<file path="src/rtl/recPktPkg.sv">
package recPktPkg;
  localparam int HDR_W = 8;
  localparam logic [HDR_W-1:0] HDR_END  = 8'h00;
  localparam logic [HDR_W-1:0] HDR_ADDR = 8'h01;
  localparam logic [HDR_W-1:0] HDR_TYPE = 8'h02;
  localparam logic [HDR_W-1:0] HDR_CNT  = 8'h03;
  localparam logic [HDR_W-1:0] HDR_EVT  = 8'h04;
  localparam logic [HDR_W-1:0] HDR_TS   = 8'h05;

  localparam int ADDR_PAY = 8;
  localparam int CNT_PAY  = 2;
  localparam int BYTE_PAY = 1;
  localparam int REC_PLAIN = 2 * (1 + ADDR_PAY) + 2 * (1 + CNT_PAY) + 2 * (1 + BYTE_PAY) + 1;
  localparam int REC_TS    = REC_PLAIN + 1 + ADDR_PAY;
  localparam int LEN_W     = $clog2(REC_TS + 1);

  typedef struct packed {
    logic capture;
    logic advance;
    logic load;
  } strobe_t;
endpackage

</file>
<file path="src/rtl/recPktDatapath.sv">
module recPktDatapath
  import recPktPkg::*;
#(
  parameter int ADDR_W = 32
) (
  input  logic              clk,
  input  logic              rstN,
  input  strobe_t           stb,
  input  logic [63:0]       smpPc,
  input  logic [7:0]        smpOpType,
  input  logic [63:0]       smpTarget,
  input  logic [15:0]       smpCntIssue,
  input  logic [15:0]       smpCntDone,
  input  logic [7:0]        smpEvents,
  input  logic [63:0]       smpTime,
  input  logic              cfgTsEnable,
  input  logic [ADDR_W-1:0] cfgLimit,
  input  logic [ADDR_W-1:0] ptrLoadVal,
  output logic [ADDR_W-1:0] wrAddr,
  output logic [7:0]        wrData,
  output logic              recFits,
  output logic              lastByte
);
  localparam int BUF_W = REC_TS * 8;

  logic [BUF_W-1:0]  recBuf;
  logic [BUF_W-1:0]  nextRec;
  logic [LEN_W-1:0]  bytesLeft;
  logic [LEN_W-1:0]  newLen;
  logic [ADDR_W-1:0] ptrQ;
  logic [ADDR_W:0]   endAddr;

  assign newLen  = cfgTsEnable ? LEN_W'(REC_TS) : LEN_W'(REC_PLAIN);
  assign endAddr = {1'b0, ptrQ} + {{(ADDR_W+1-LEN_W){1'b0}}, newLen};
  assign recFits = endAddr <= {1'b0, cfgLimit};

  always_comb begin
    nextRec = '0;
    nextRec[0*8  +: 8]  = HDR_ADDR;
    nextRec[1*8  +: 64] = smpPc;
    nextRec[9*8  +: 8]  = HDR_TYPE;
    nextRec[10*8 +: 8]  = smpOpType;
    nextRec[11*8 +: 8]  = HDR_CNT;
    nextRec[12*8 +: 16] = smpCntIssue;
    nextRec[14*8 +: 8]  = HDR_ADDR;
    nextRec[15*8 +: 64] = smpTarget;
    nextRec[23*8 +: 8]  = HDR_CNT;
    nextRec[24*8 +: 16] = smpCntDone;
    nextRec[26*8 +: 8]  = HDR_EVT;
    nextRec[27*8 +: 8]  = smpEvents;
    if (cfgTsEnable) begin
      nextRec[28*8 +: 8]  = HDR_TS;
      nextRec[29*8 +: 64] = smpTime;
      nextRec[37*8 +: 8]  = HDR_END;
    end else begin
      nextRec[28*8 +: 8]  = HDR_END;
    end
  end

  always_ff @(posedge clk or negedge rstN) begin
    if (!rstN) begin
      recBuf    <= '0;
      bytesLeft <= '0;
    end else if (stb.capture) begin
      recBuf    <= nextRec;
      bytesLeft <= newLen;
    end else if (stb.advance) begin
      recBuf    <= recBuf >> 8;
      bytesLeft <= bytesLeft - 1'b1;
    end
  end

  always_ff @(posedge clk or negedge rstN) begin
    if (!rstN)            ptrQ <= '0;
    else if (stb.load)    ptrQ <= ptrLoadVal;
    else if (stb.advance) ptrQ <= ptrQ + 1'b1;
  end

  assign wrData   = recBuf[7:0];
  assign wrAddr   = ptrQ;
  assign lastByte = bytesLeft == LEN_W'(1);

  AST_PTR_STEP: assert property (@(posedge clk) disable iff (!rstN)
    stb.advance |=> wrAddr == $past(wrAddr) + 1'b1);
  AST_PTR_HOLD: assert property (@(posedge clk) disable iff (!rstN)
    !stb.advance && !stb.load |=> $stable(wrAddr));
endmodule

</file>
<file path="src/rtl/recPktCtrl.sv">
module recPktCtrl
  import recPktPkg::*;
(
  input  logic    clk,
  input  logic    rstN,
  input  logic    smpValid,
  input  logic    wrReady,
  input  logic    recFits,
  input  logic    lastByte,
  input  logic    ptrLoad,
  input  logic    irqClear,
  output logic    smpReady,
  output logic    wrReq,
  output logic    bufIrq,
  output strobe_t stb
);
  typedef enum logic {ST_IDLE, ST_WRITE} state_t;
  state_t stateQ;
  logic   take;
  logic   overflow;

  assign smpReady    = (stateQ == ST_IDLE) && !ptrLoad;
  assign take        = smpValid && smpReady;
  assign overflow    = take && !bufIrq && !recFits;
  assign stb.capture = take && !bufIrq && recFits;
  assign stb.load    = (stateQ == ST_IDLE) && ptrLoad;
  assign stb.advance = (stateQ == ST_WRITE) && wrReady;
  assign wrReq       = stateQ == ST_WRITE;

  always_ff @(posedge clk or negedge rstN) begin
    if (!rstN) stateQ <= ST_IDLE;
    else case (stateQ)
      ST_IDLE:  if (stb.capture) stateQ <= ST_WRITE;
      ST_WRITE: if (wrReady && lastByte) stateQ <= ST_IDLE;
      default:  stateQ <= ST_IDLE;
    endcase
  end

  always_ff @(posedge clk or negedge rstN) begin
    if (!rstN)         bufIrq <= 1'b0;
    else if (overflow) bufIrq <= 1'b1;
    else if (irqClear) bufIrq <= 1'b0;
  end

  AST_FULL_NO_WRITE: assert property (@(posedge clk) disable iff (!rstN)
    bufIrq |-> !wrReq);
  AST_READY_IDLE: assert property (@(posedge clk) disable iff (!rstN)
    smpReady |-> !wrReq);
  AST_IRQ_SET: assert property (@(posedge clk) disable iff (!rstN)
    smpValid && smpReady && !recFits |=> bufIrq);
endmodule

</file>
<file path="src/rtl/recPktWriter.sv">
module recPktWriter
  import recPktPkg::*;
#(
  parameter int ADDR_W = 32
) (
  input  logic              clk,
  input  logic              rstN,
  input  logic              smpValid,
  output logic              smpReady,
  input  logic [63:0]       smpPc,
  input  logic [7:0]        smpOpType,
  input  logic [63:0]       smpTarget,
  input  logic [15:0]       smpCntIssue,
  input  logic [15:0]       smpCntDone,
  input  logic [7:0]        smpEvents,
  input  logic [63:0]       smpTime,
  input  logic              cfgTsEnable,
  input  logic [ADDR_W-1:0] cfgLimit,
  input  logic              ptrLoad,
  input  logic [ADDR_W-1:0] ptrLoadVal,
  input  logic              irqClear,
  output logic              wrReq,
  output logic [ADDR_W-1:0] wrAddr,
  output logic [7:0]        wrData,
  input  logic              wrReady,
  output logic              bufIrq
);
  strobe_t stb;
  logic    recFits;
  logic    lastByte;

  recPktCtrl i_ctrl (
    .clk(clk), .rstN(rstN), .smpValid(smpValid), .wrReady(wrReady),
    .recFits(recFits), .lastByte(lastByte), .ptrLoad(ptrLoad),
    .irqClear(irqClear), .smpReady(smpReady), .wrReq(wrReq),
    .bufIrq(bufIrq), .stb(stb)
  );

  recPktDatapath #(.ADDR_W(ADDR_W)) i_dp (
    .clk(clk), .rstN(rstN), .stb(stb), .smpPc(smpPc), .smpOpType(smpOpType),
    .smpTarget(smpTarget), .smpCntIssue(smpCntIssue), .smpCntDone(smpCntDone),
    .smpEvents(smpEvents), .smpTime(smpTime), .cfgTsEnable(cfgTsEnable),
    .cfgLimit(cfgLimit), .ptrLoadVal(ptrLoadVal), .wrAddr(wrAddr),
    .wrData(wrData), .recFits(recFits), .lastByte(lastByte)
  );

  AST_STALL_STABLE: assert property (@(posedge clk) disable iff (!rstN)
    wrReq && !wrReady |=> wrReq && $stable(wrData) && $stable(wrAddr));
  AST_FIRST_HDR: assert property (@(posedge clk) disable iff (!rstN)
    $rose(wrReq) |-> wrData == HDR_ADDR);
  AST_END_LAST: assert property (@(posedge clk) disable iff (!rstN)
    wrReq && wrReady && lastByte |-> wrData == HDR_END);
endmodule

</file>
<file path="config.mk">
export PLATFORM = sky130hd
export DESIGN_NAME = recPktWriter
export DESIGN_NICKNAME = d
export VERILOG_FILES = /design/src/rtl/recPktPkg.sv /design/src/rtl/recPktDatapath.sv /design/src/rtl/recPktCtrl.sv /design/src/rtl/recPktWriter.sv
export SDC_FILE = /design/constraint.sdc
export NUM_CORES = 1
export LEC_CHECK = 0
export ABC_AREA = 0
export BUFFER_PORTS_ARGS = -buffer_cell sky130_fd_sc_hd__buf_2
export CORE_AREA = 2 2 166 233
export DETAILED_ROUTE_END_ITERATION = 7
export DIE_AREA = 0 0 168 235
export GPL_TIMING_DRIVEN = 0
export PLACE_DENSITY = 0.69
export SETUP_SLACK_MARGIN = 0.1
export SLEW_MARGIN = 0
export SYNTH_ARGS = -nofsm -noshare
export SYNTH_HDL_FRONTEND = slang
export SYNTH_SLANG_ARGS = --single-unit
</file>
<file path="constraint.sdc">
create_clock -name clk -period 7.61 [get_ports clk]
set_input_delay 0.761 -clock clk [delete_from_list [all_inputs] [get_ports clk]]
set_output_delay 0.761 -clock clk [all_outputs]
set_load 0.01 [all_outputs]
</file>
# Yosys cells after proc, flatten, opt, wreduce, memory -nomap -nowiden

Cells that the tools add are included.

Output and inout port bits: 43
Logic and storage cells: 39
Register bits: 344
Input port bits: 311

Reduce and logical (&&, ||, !) cells: 14
Order comparisons: 1
Multiplexer cells: 14
Equality and inequality tests: 1
$add $sub $neg: 3
Bitwise operators: 1

Operators with widths:

| operator                                          | count |
|---|---|
| 2-to-1 mux 304 bit                                | 2 |
| 2-to-1 mux 32 bit                                 | 2 |
| 2-to-1 mux 64 bit                                 | 1 |
| adder 32 x 6 -> 33 bit                            | 1 |
| <= comparator 33 x 32 -> 1 bit                    | 1 |
| adder 32 x 1 -> 32 bit (second input constant)    | 1 |
| 2-to-1 mux 6 bit                                  | 3 |
| logical AND 1 bit                                 | 8 |
| == test 6 x 1 -> 1 bit (second input constant)    | 1 |
| nonzero test 2 bit                                | 3 |
| subtractor 6 x 1 -> 6 bit (second input constant) | 1 |
| 2-to-1 mux 1 bit                                  | 4 |
| logical NOT 1 bit                                 | 3 |
| 2-to-1 mux 3 bit                                  | 1 |
| case mux 1 bit (2 select lines)                   | 1 |
| NOT 1 bit                                         | 1 |

# Logic depth before layout (Yosys ltp)

Gate-level depths: netlist of run 1.

Depth in word-level cells: 7
Depth in mapped cells: 22
Gate-level depth less buffers: 19

# Cells and area by module

A second synthesis of run 1 with hierarchy kept.

Cells, all modules: 1679
Area, all modules: 16756.1 um^2

Modules (own cells, without submodules):

| module         | area each (um^2) | instances | sequential area each (um^2) | cells each |
|---|---|---|---|---|
| recPktDatapath | 16624.7          | 1         | 8358.0                      | 1667 |
| recPktCtrl     | 131.4            | 1         | 50.0                        | 12 |

# Least setup slack after synthesis of run 1

No wires, ideal clock.

Path kind: input to register
From: in cfgTsEnable
To: reg i_dp.recBuf[100]
Library setup time: 132 ps
Required time: 7478 ps
Slack: 2557 ps
Stages on the path: 19
Arrival time: 4921 ps
Cell sequence: inv_1 -> ha_1 -> inv_1 -> o21bai_1 -> a21o_1 -> a21oi_1 -> or4_1 -> clkbuf_1 -> or4_1 -> xnor2_1 -> ha_1 -> nand3_1 -> nor2_1 -> a221o_1 -> a211o_1 -> o31ai_4 -> buf_2 -> clkbuf_1 -> o21ai_1

Longest elaborated chain between the ends: 5

Ends and longest elaborated chain:

| what                                                     | line                 | source |
|---|---|---|
| from (decl)                                              | recPktWriter.sv:17   | `input logic cfgTsEnable,` |
| 2-to-1 mux 6 bit (*)                                     | recPktDatapath.sv:33 | `assign newLen = cfgTsEnable ? LEN_W'(REC_TS) : LEN_W'(REC_PLAIN);` |
| adder 32 x 6 -> 33 bit (*)                               | recPktDatapath.sv:34 | `assign endAddr = {1'b0, ptrQ} + {{(ADDR_W+1-LEN_W){1'b0}}, newLen};` |
| <= comparator 33 x 32 -> 1 bit (*)                       | recPktDatapath.sv:35 | `assign recFits = endAddr <= {1'b0, cfgLimit};` |
| logical AND 1 bit (*)                                    | recPktCtrl.sv:25     | `assign stb.capture = take && !bufIrq && recFits;` |
| 2-to-1 mux 304 bit or nonzero test 2 bit (tied branches) | --                   |  |
| to (signal assigned)                                     | recPktDatapath.sv:65 | `recBuf <= nextRec;` |
| to (signal assigned)                                     | recPktDatapath.sv:68 | `recBuf <= recBuf >> 8;` |
| to (decl)                                                | recPktDatapath.sv:26 | `logic [BUF_W-1:0] recBuf;` |

Every way passes the cells marked *; elsewhere a longest branch is shown, timed or not.
A chain may end at the register's enable or synchronous reset.

# Worst setup path after layout of run 1

From: in cfgTsEnable
To: reg i_dp.recBuf[294]

Longest elaborated chain between the ends: 5

Ends and longest elaborated chain:

| what                                                     | line |
|---|---|
| 2-to-1 mux 6 bit                                         | recPktDatapath.sv:33 |
| adder 32 x 6 -> 33 bit                                   | recPktDatapath.sv:34 |
| <= comparator 33 x 32 -> 1 bit                           | recPktDatapath.sv:35 |
| logical AND 1 bit                                        | recPktCtrl.sv:25 |
| 2-to-1 mux 304 bit or nonzero test 2 bit (tied branches) | -- |

Parallel ways exist; a longest one is shown, timed or not.

==> impl_metrics.csv, run 1 <==
group,metric,value,unit
status,status,"finished clean",
setup_path,cp_data_required_time,8.07,ns
setup_path,crit_path_start,"cfgTsEnable",
setup_path,reg2reg_depth,20,
clock_network,post_cts_buffers,0,
clock_network,cts_resized,0,
routing,routed_via_density,5.542,
yosys,yosys_warnings,0,
setup_path,path_class,"in -> reg",
setup_path,end_kind,"register",
sta,clock-skew-final,0.01748,ns
sta,slew_violations,0,
yosys,synth.distinct_cells,54,
yosys,yosysSeqAreaShare,0.5047,
yosys,avgSynthCellArea,9.333,um^2
yosys,synth_area_leader_cell,"dfrtp_1",
sta,worstMarginPinSlew,0.8730,ns
power,seqPwrFrac,0.432,
power,p_per_area,346.6,nW/um^2
global_routing,use_met2,0.4364,
yosys,syn_inst,1785,
floorplan,die-area,39480,um^2
yosys,synth_ff_type,"dfrtp_1",
run,max_cap_violations,0,
floorplan,core-area,37310,um^2
setup_path,critPathLaunchType,"input pin",
global_routing,grt_use_met1,0.3079,
power,ir_drop,164.9,uV
final_layout,fin_nets,2530,
floorplan,dieWidth,168,um
clock_network,htree_levels,2,
setup_path,reg2reg_slack,1.69,ns
place,portBuffers,353,
sta,setup_viol,0,
final_layout,syn_to_final_growth,21.76,%
power,pwr-share-comb,0.318,
routing,drtIter0Drc,1166,
global_routing,antenna_found_initial,1,
global_routing,grt_max_degree,124,
yosys,syn-num-nets,2137,
sta,fmax,166.8,MHz
yosys,synth_area_leaders,"dfrtp_1 50%, a22oi_1 7.9%, nand2_1 7.8%",
floorplan,dieHeight,235,um
place,dp.final_hpwl,37.37,mm
routing,vias,14836,
clock_network,ctsLongestPathBuffers,3,
global_routing,grt.overflow.total,0,
clock_network,clk_pin_slew,0.06,ns
global_routing,grt_use_met3,0.03672,
clock_network,cts_hold_buffers,0,
sta,hold_viol,0,
routing,drcViolationCount,0,
routing,drtAntennaViolNets,0,
sta,post-route-period-util,0.7878,
setup_path,critPathTopFamily,"compound AO/OA/AOI/OAI gates",
clock_network,cts_root_buf,"clkbuf_16",
setup_path,reg2reg_to,"i_dp.recBuf[294]$_DFFE_PN0P_",
yosys,ys_async_sr_fraction,1.000,
yosys,synth_area,16660,um^2
sta,setup-tns-final,0,ns
final_layout,multi_input_area,7312,um^2
clock_network,insertion_delay,0.54,ns
final_layout,n_fill_cell,3427,
setup_path,critPathMaxStageDelay,0.79,ns
sta,max_slew_margin,0.4180,
clock_network,cts_buffers,35,
routing,wirelength,49.47,mm
final_layout,seqCellArea,8408,um^2
global_routing,first_global_vias,15305,
setup_path,crit_fanout,10,
setup_path,cp_num_buf_inv,7,
global_routing,top_usage_layer,"met2",
power,p_int,4.463,mW
global_routing,grt_pass1_wl,79.46,mm
final_layout,drive_gt1_frac,0.2138,
floorplan,rows,84,
power,power.switching,2.568,mW
setup_path,slowest_stage,"o31ai_4",
setup_path,path_cells,"buf_2 > inv_1 > ha_1 > inv_1 > o21bai_1 > a21o_1 > a21oi_1 > or4_1 > clkbuf_1 > or4_1 > xnor2_1 > ha_1 > nand3_1 > nor2_1 > a221o_1 > a211o_1 > o31ai_4 > buf_6 > buf_4 > buf_2 > nand3_1 > o21ai_1",
clock_network,cts_tree,"done",
final_layout,final_core_util,0.5437,
sta,layout_min_cycle_time,5.996,ns
routing,routedWlPerCell,18.48,um
yosys,synth_edf_count,0,
setup_path,crit_arrival,6.45,ns
clock_network,clock_sinks,336,
power,swShare,0.3652,
floorplan,start_util,0.4465,
place,gp_congestion,0.8946,
yosys,synth_top_area_share,0.5047,
yosys,synth-seq-cells,336,
setup_path,reg2reg_from,"i_dp.wrAddr[3]$_DFFE_PN0P_",
sta,rsz0062_at_grt,"false",
power,power.share.clock,0.250,
global_routing,grt_util_all_layers,0.2500,
power,leakagePower,9.398,nW
floorplan,ios,354,
worst_hold_path,hp-class,"in -> async",
routing,first_pass_iters,5,
## how the worst max path moves through the flow
| stage | endpoint | slack (ns) | depth (start not counted) |
|---|---|---|---|
| finish | i_dp.recBuf[294]$_DFFE_PN0P_ | 1.61 | 22 |
| global route | i_dp.recBuf[294]$_DFFE_PN0P_ | 1.32 | 22 |
| CTS | i_dp.recBuf[294]$_DFFE_PN0P_ | 1.64 | 22 |
| detailed placement | i_dp.recBuf[294]$_DFFE_PN0P_ | 1.11 | 22 |
| global placement | i_dp.recBuf[45]$_DFFE_PN0P_ | -0.65 | 1 |
| floorplan | i_dp.recBuf[100]$_DFFE_PN0P_ | 2.56 | 19 |
## layout by cell type (no fill, tap or decap), types with 42 or more instances in the layout
| master | netlist | routed |
|---|---|---|
| mux2i_1 | 56 | 56 |
| nor2_1 | 56 | 56 |
| buf_2 | 8 | 360 |
| o21ai_0 | 118 | 118 |
| a22oi_1 | 176 | 176 |
| o21ai_1 | 199 | 199 |
| nand2_1 | 346 | 346 |
| clkbuf_1 | 93 | 99 |
| nand3_1 | 74 | 74 |
| dfrtp_1 | 336 | 336 |
| inv_1 | 42 | 42 |
## metrics by stage
step | area, um^2 | setup WS, ns | power, mW | hold WS [ns] | instances
floorplan | 16660 | 2.557 | 4.447 | 0.4496 | 1785
global placement | 19020 | -0.6498 | 5.178 | 0.4569 | 2611
detailed placement | 19110 | 1.114 | 5.290 | 0.4699 | 2614
CTS | 20280 | 1.639 | 7.067 | 0.09766 | 2676
global route | 20290 | 1.315 | 7.503 | 0.1138 | 2677
finish | 20290 | 1.614 | 7.031 | 0.1071 | 2677
## metal layers
layer  vias up  wire length (um)
li1       7074                 -
met4         0              2073
met3       118              2754
met2       506             25090
met1      7138             19550
met5         -                 0
## final cells by class
cell class / count / area share
plain buffers: 149 / 0.03855
clock buffers: 47 / 0.04891
diodes: 1 / 0.0001234
multi-input cells: 1258 / 0.3605
flip-flops and latches: 336 / 0.4145
well taps: 473 / 0.02917
repair buffers: 356 / 0.09165
inverters: 42 / 0.007772
clock inverters: 15 / 0.008882
## sequential cells by signal (all words and copies together), names as in the netlist
name            cells
i_dp.recBuf       296
i_dp.wrAddr        32
i_ctrl.bufIrq       1
i_ctrl.wrReq        1
i_dp.bytesLeft      6
## logic make-up after synthesis
group,synth area share
xor gates and xnor gates,0.03154
DFF,0.5047
muxes,0.03365
and+or+nand+nor,0.1439
AOI/OAI and AO/OA,0.1986
adders and majority gates,0.03124
buffers and inverters,0.05640
## cells in the mapped netlist (3+ instances only)
library cell	count
nor4_1	7
mux2i_1	56
xnor2_1	34
a22oi_1	176
or3_1	4
nor2_1	56
dfrtp_1	336
and3_1	8
o21ai_0	118
xor2_1	26
a21oi_1	19
nor3_1	22
clkbuf_1	93
and4_1	3
nand3_1	74
buf_4	18
nand2_1	346
o21ai_1	199
a21o_1	4
a221o_1	4
ha_1	40
nand2b_1	6
o31ai_1	3
inv_1	42
buf_2	8
and2_1	4
buf_6	17
nand4_1	17
clkbuf_2	5
buf_1	7
a211oi_1	5
## power groups by stage
stage,registers (mW),clock network (mW),logic (mW)
finish,3.04,1.76,2.24
global route,3.11,1.85,2.54
CTS,3.03,1.79,2.25
detailed placement,3.05,0,2.24
global placement,3.02,0,2.16
floorplan,2.91,0,1.54
Note: power is estimated with default switching activity, not from simulation.
==> run 2: changes to the inputs <==
ABC_AREA = 1   (was 0)
CORE_AREA = 2 2 173 243   (was 2 2 166 233)
DIE_AREA = 0 0 175 245   (was 0 0 168 235)
clock period = 5.9 ns   (was 7.61 ns; I/O delays follow)
==> impl_metrics.csv, run 2 <==
group,metric,value,unit
run,max_cap_violations,0,
floorplan,dieHeight,245,um
setup_path,reg2reg_to,"i_dp.recBuf[129]$_DFFE_PN0P_",
yosys,synth_edf_count,0,
sta,clock-skew-final,0.01278,ns
sta,fmax,195.8,MHz
yosys,synth.distinct_cells,38,
setup_path,crit_top_cell,"nand2_1",
setup_path,critPathLaunchType,"input pin",
setup_path,cp_num_buf_inv,5,
power,power.switching,3.728,mW
final_layout,drive_gt1_frac,0.1745,
yosys,synth_area,18180,um^2
clock_network,clk_pin_slew,0.06,ns
floorplan,ios,354,
power,swShare,0.3859,
setup_path,slowest_stage,"ha_1",
setup_path,crit_arrival,5.57,ns
power,leakagePower,12.00,nW
sta,hold_viol,0,
floorplan,start_util,0.4451,
setup_path,crit_fanout,14,
yosys,synth_most_common_cell,"nand2_1",
setup_path,reg2reg_slack,1.06,ns
yosys,synth_compound_area_frac,0.02759,
yosys,avgSynthCellArea,7.479,um^2
status,status,"finished clean",
power,pwr-share-comb,0.351,
yosys,synth_area_leader_cell,"dfrtp_1",
clock_network,cts_tree,"done",
final_layout,multi_input_area,8207,um^2
clock_network,htree_levels,2,
sta,slew_violations,0,
yosys,ys_async_sr_fraction,1.000,
clock_network,cts_root_buf,"clkbuf_16",
final_layout,fin_nets,3175,
routing,vias,17545,
yosys,synth-seq-cells,336,
sta,worstMarginPinSlew,0.8401,ns
yosys,synth_xor_area_frac,0.02649,
yosys,yosysSeqAreaShare,0.4624,
routing,wirelength,56.49,mm
clock_network,cts_buffers,36,
setup_path,end_kind,"register",
final_layout,seqCellArea,8408,um^2
place,portBuffers,353,
sta,setup-tns-final,0,ns
clock_network,clock_sinks,336,
routing,drtIter0Drc,1233,
yosys,synth_top_family_by_area,"simple AND/OR/NAND/NOR gates",
sta,setup_viol,0,
setup_path,reg2reg_depth,25,
yosys,ys_top_cells_by_count,"884 x nand2_1, 551 x nand3_1, 336 x dfrtp_1",
power,ir_drop,256.0,uV
yosys,yosys.area_share.simple,0.3685,
final_layout,syn_to_final_growth,20.38,%
final_layout,n_fill_cell,4060,
sta,layout_min_cycle_time,5.107,ns
worst_hold_path,hp-class,"in -> async",
global_routing,grt_max_degree,117,
power,p_int,5.931,mW
final_layout,final_cell_mix,"884 x nand2_1, 551 x nand3_1, 383 x buf_2, 336 x dfrtp_1, 169 x inv_1",
yosys,synthMuxAreaShare,0,
routing,drcViolationCount,0,
routing,drtAntennaViolNets,0,
yosys,synth_top_area_share,0.4624,
setup_path,path_class,"in -> reg",
clock_network,ctsLongestPathBuffers,3,
setup_path,reg2reg_from,"i_dp.wrAddr[1]$_DFFE_PN0P_",
global_routing,grt_pass1_wl,89.83,mm
clock_network,insertion_delay,0.53,ns
floorplan,core-area,40850,um^2
setup_path,critPathMaxStageDelay,0.42,ns
yosys,syn_inst,2431,
place,gp_congestion,0.9709,
global_routing,antenna_found_initial,3,
place,dp.final_hpwl,43.27,mm
sta,whs,0.1265,ns
power,power.share.clock,0.241,
global_routing,grt.overflow.total,0,
yosys,synth_area_leaders,"dfrtp_1 46%, nand2_1 18%, nand3_1 15%",
sta,rsz0062_at_grt,"false",
floorplan,dieWidth,175,um
final_layout,regMostFlops,"i_dp.recBuf",
setup_path,cp_data_required_time,6.36,ns
routing,routedWlPerCell,16.67,um
power,p_per_area,441.3,nW/um^2
floorplan,die-area,42880,um^2
sta,max_slew_margin,0.4399,
floorplan,rows,88,
final_layout,largest_reg_flops,296,
sta,post-route-period-util,0.8656,
routing,routed_via_density,5.177,
global_routing,grt_util_all_layers,0.2625,
power,seqPwrFrac,0.408,
final_layout,layout_commonest_cell,"nand2_1",
routing,first_pass_iters,6,
setup_path,critPathTopFamily,"simple AND/OR/NAND/NOR gates",
yosys,synthAdderAreaFrac,0.02863,
global_routing,first_global_vias,17255,
yosys,yosys_warnings,0,
yosys,syn-num-nets,2783,
yosys,synth_ff_type,"dfrtp_1",
[run 2: layout make-up]
class / instances / share of cell area
Clock buffer: 51 / 0.04796
Inverter: 171 / 0.02933
Buffer: 162 / 0.04225
Multi-Input combinational cell: 1761 / 0.3750
Clock inverter: 12 / 0.006688
Timing Repair Buffer: 355 / 0.08369
Antenna cell: 1 / 0.0001143
Tap cell: 540 / 0.03087
Sequential cell: 336 / 0.3842
[run 2: worst max-delay path by stage]
stage | from | end | slack, ns | cells after the start
after floorplan | cfgTsEnable | i_dp.recBuf[233]$_DFFE_PN0P_ | 1.78 | 25
after global placement | rstN | i_dp.wrAddr[14]$_DFFE_PN0P_ | -2.28 | 1
after detailed placement | cfgTsEnable | i_dp.recBuf[111]$_DFFE_PN0P_ | -0.42 | 26
after CTS | cfgTsEnable | i_dp.recBuf[111]$_DFFE_PN0P_ | 0.12 | 26
after global routing | cfgTsEnable | i_dp.recBuf[81]$_DFFE_PN0P_ | 0.36 | 25
final | cfgTsEnable | i_dp.recBuf[129]$_DFFE_PN0P_ | 0.79 | 25
[run 2: repair_timing]
| action | 4_1_cts | 5_1_grt |
|---|---|---|
| endpoints found under the setup margin | 0 | 301 |
| setup buffers | 0 | 0 |
| endpoints found under the hold margin | 0 | 0 |
| resized for setup | 0 | 1 |
| hold buffers | 0 | 0 |
[run 2: power groups by stage]
| stage | sequential, mW | combinational (mW) | clock, mW |
|---|---|---|---|
| final | 3.94 | 3.39 | 2.32 |
| after global routing | 4.04 | 3.88 | 2.46 |
| after CTS | 3.93 | 3.42 | 2.37 |
| after detailed placement | 3.96 | 3.39 | 0 |
| after global placement | 3.93 | 3.29 | 0 |
| after floorplan | 3.79 | 2.35 | 0 |
[run 2: layer usage]
| layer | track usage | up-vias | wire length, um |
|---|---|---|---|
| li1 | - | 8589 | - |
| met1 | 0.3229 | 8277 | 22960 |
| met2 | 0.4727 | 571 | 28860 |
| met3 | 0.03485 | 104 | 2881 |
| met4 | 0.08848 | 4 | 1772 |
| met5 | 0 | - | 25 |
[run 2: cells by family after synthesis]
logic type,after synthesis
xor gates and xnor gates,55
AOI/OAI and AO/OA,87
and+or+nand+nor,1578
adders and majority gates,41
DFF,336
buffers and inverters,334
[run 2: per-stage QoR]
step / power [mW] / setup WS (ns) / cell area [um^2] / instances / utilization
floorplan: 6.142 / 1.785 / 18180 / 2431 / -
global placement: 7.224 / -2.278 / 20620 / 3324 / 0.5049
detailed placement: 7.356 / -0.4201 / 20690 / 3326 / 0.5065
CTS: 9.714 / 0.1196 / 21890 / 3389 / 0.5358
global route: 10.38 / 0.3635 / 21880 / 3388 / 0.5357
finish: 9.659 / 0.7932 / 21890 / 3389 / 0.5358
[run 2: worst register-to-register path, cell delays in order (launching register included)]
cell and delay (ns):
dfrtp_1 0.43, ha_1 0.29, nand2_1 0.05, nand2_1 0.09, a21oi_1 0.07, o21ai_0 0.25, nand2_1 0.11, nand2_1 0.07
nand2_1 0.12, nor2_2 0.37, nand2_1 0.22, o21ai_0 0.19, nand2_1 0.12, ha_1 0.29, nand2_1 0.04, nor2_1 0.24
nand4_1 0.19, nor3_1 0.21, nand2_1 0.14, nand2_2 0.19, nand2_2 0.15, inv_2 0.22, buf_4 0.25, buf_2 0.26
nand2_1 0.12, nand3_1 0.10
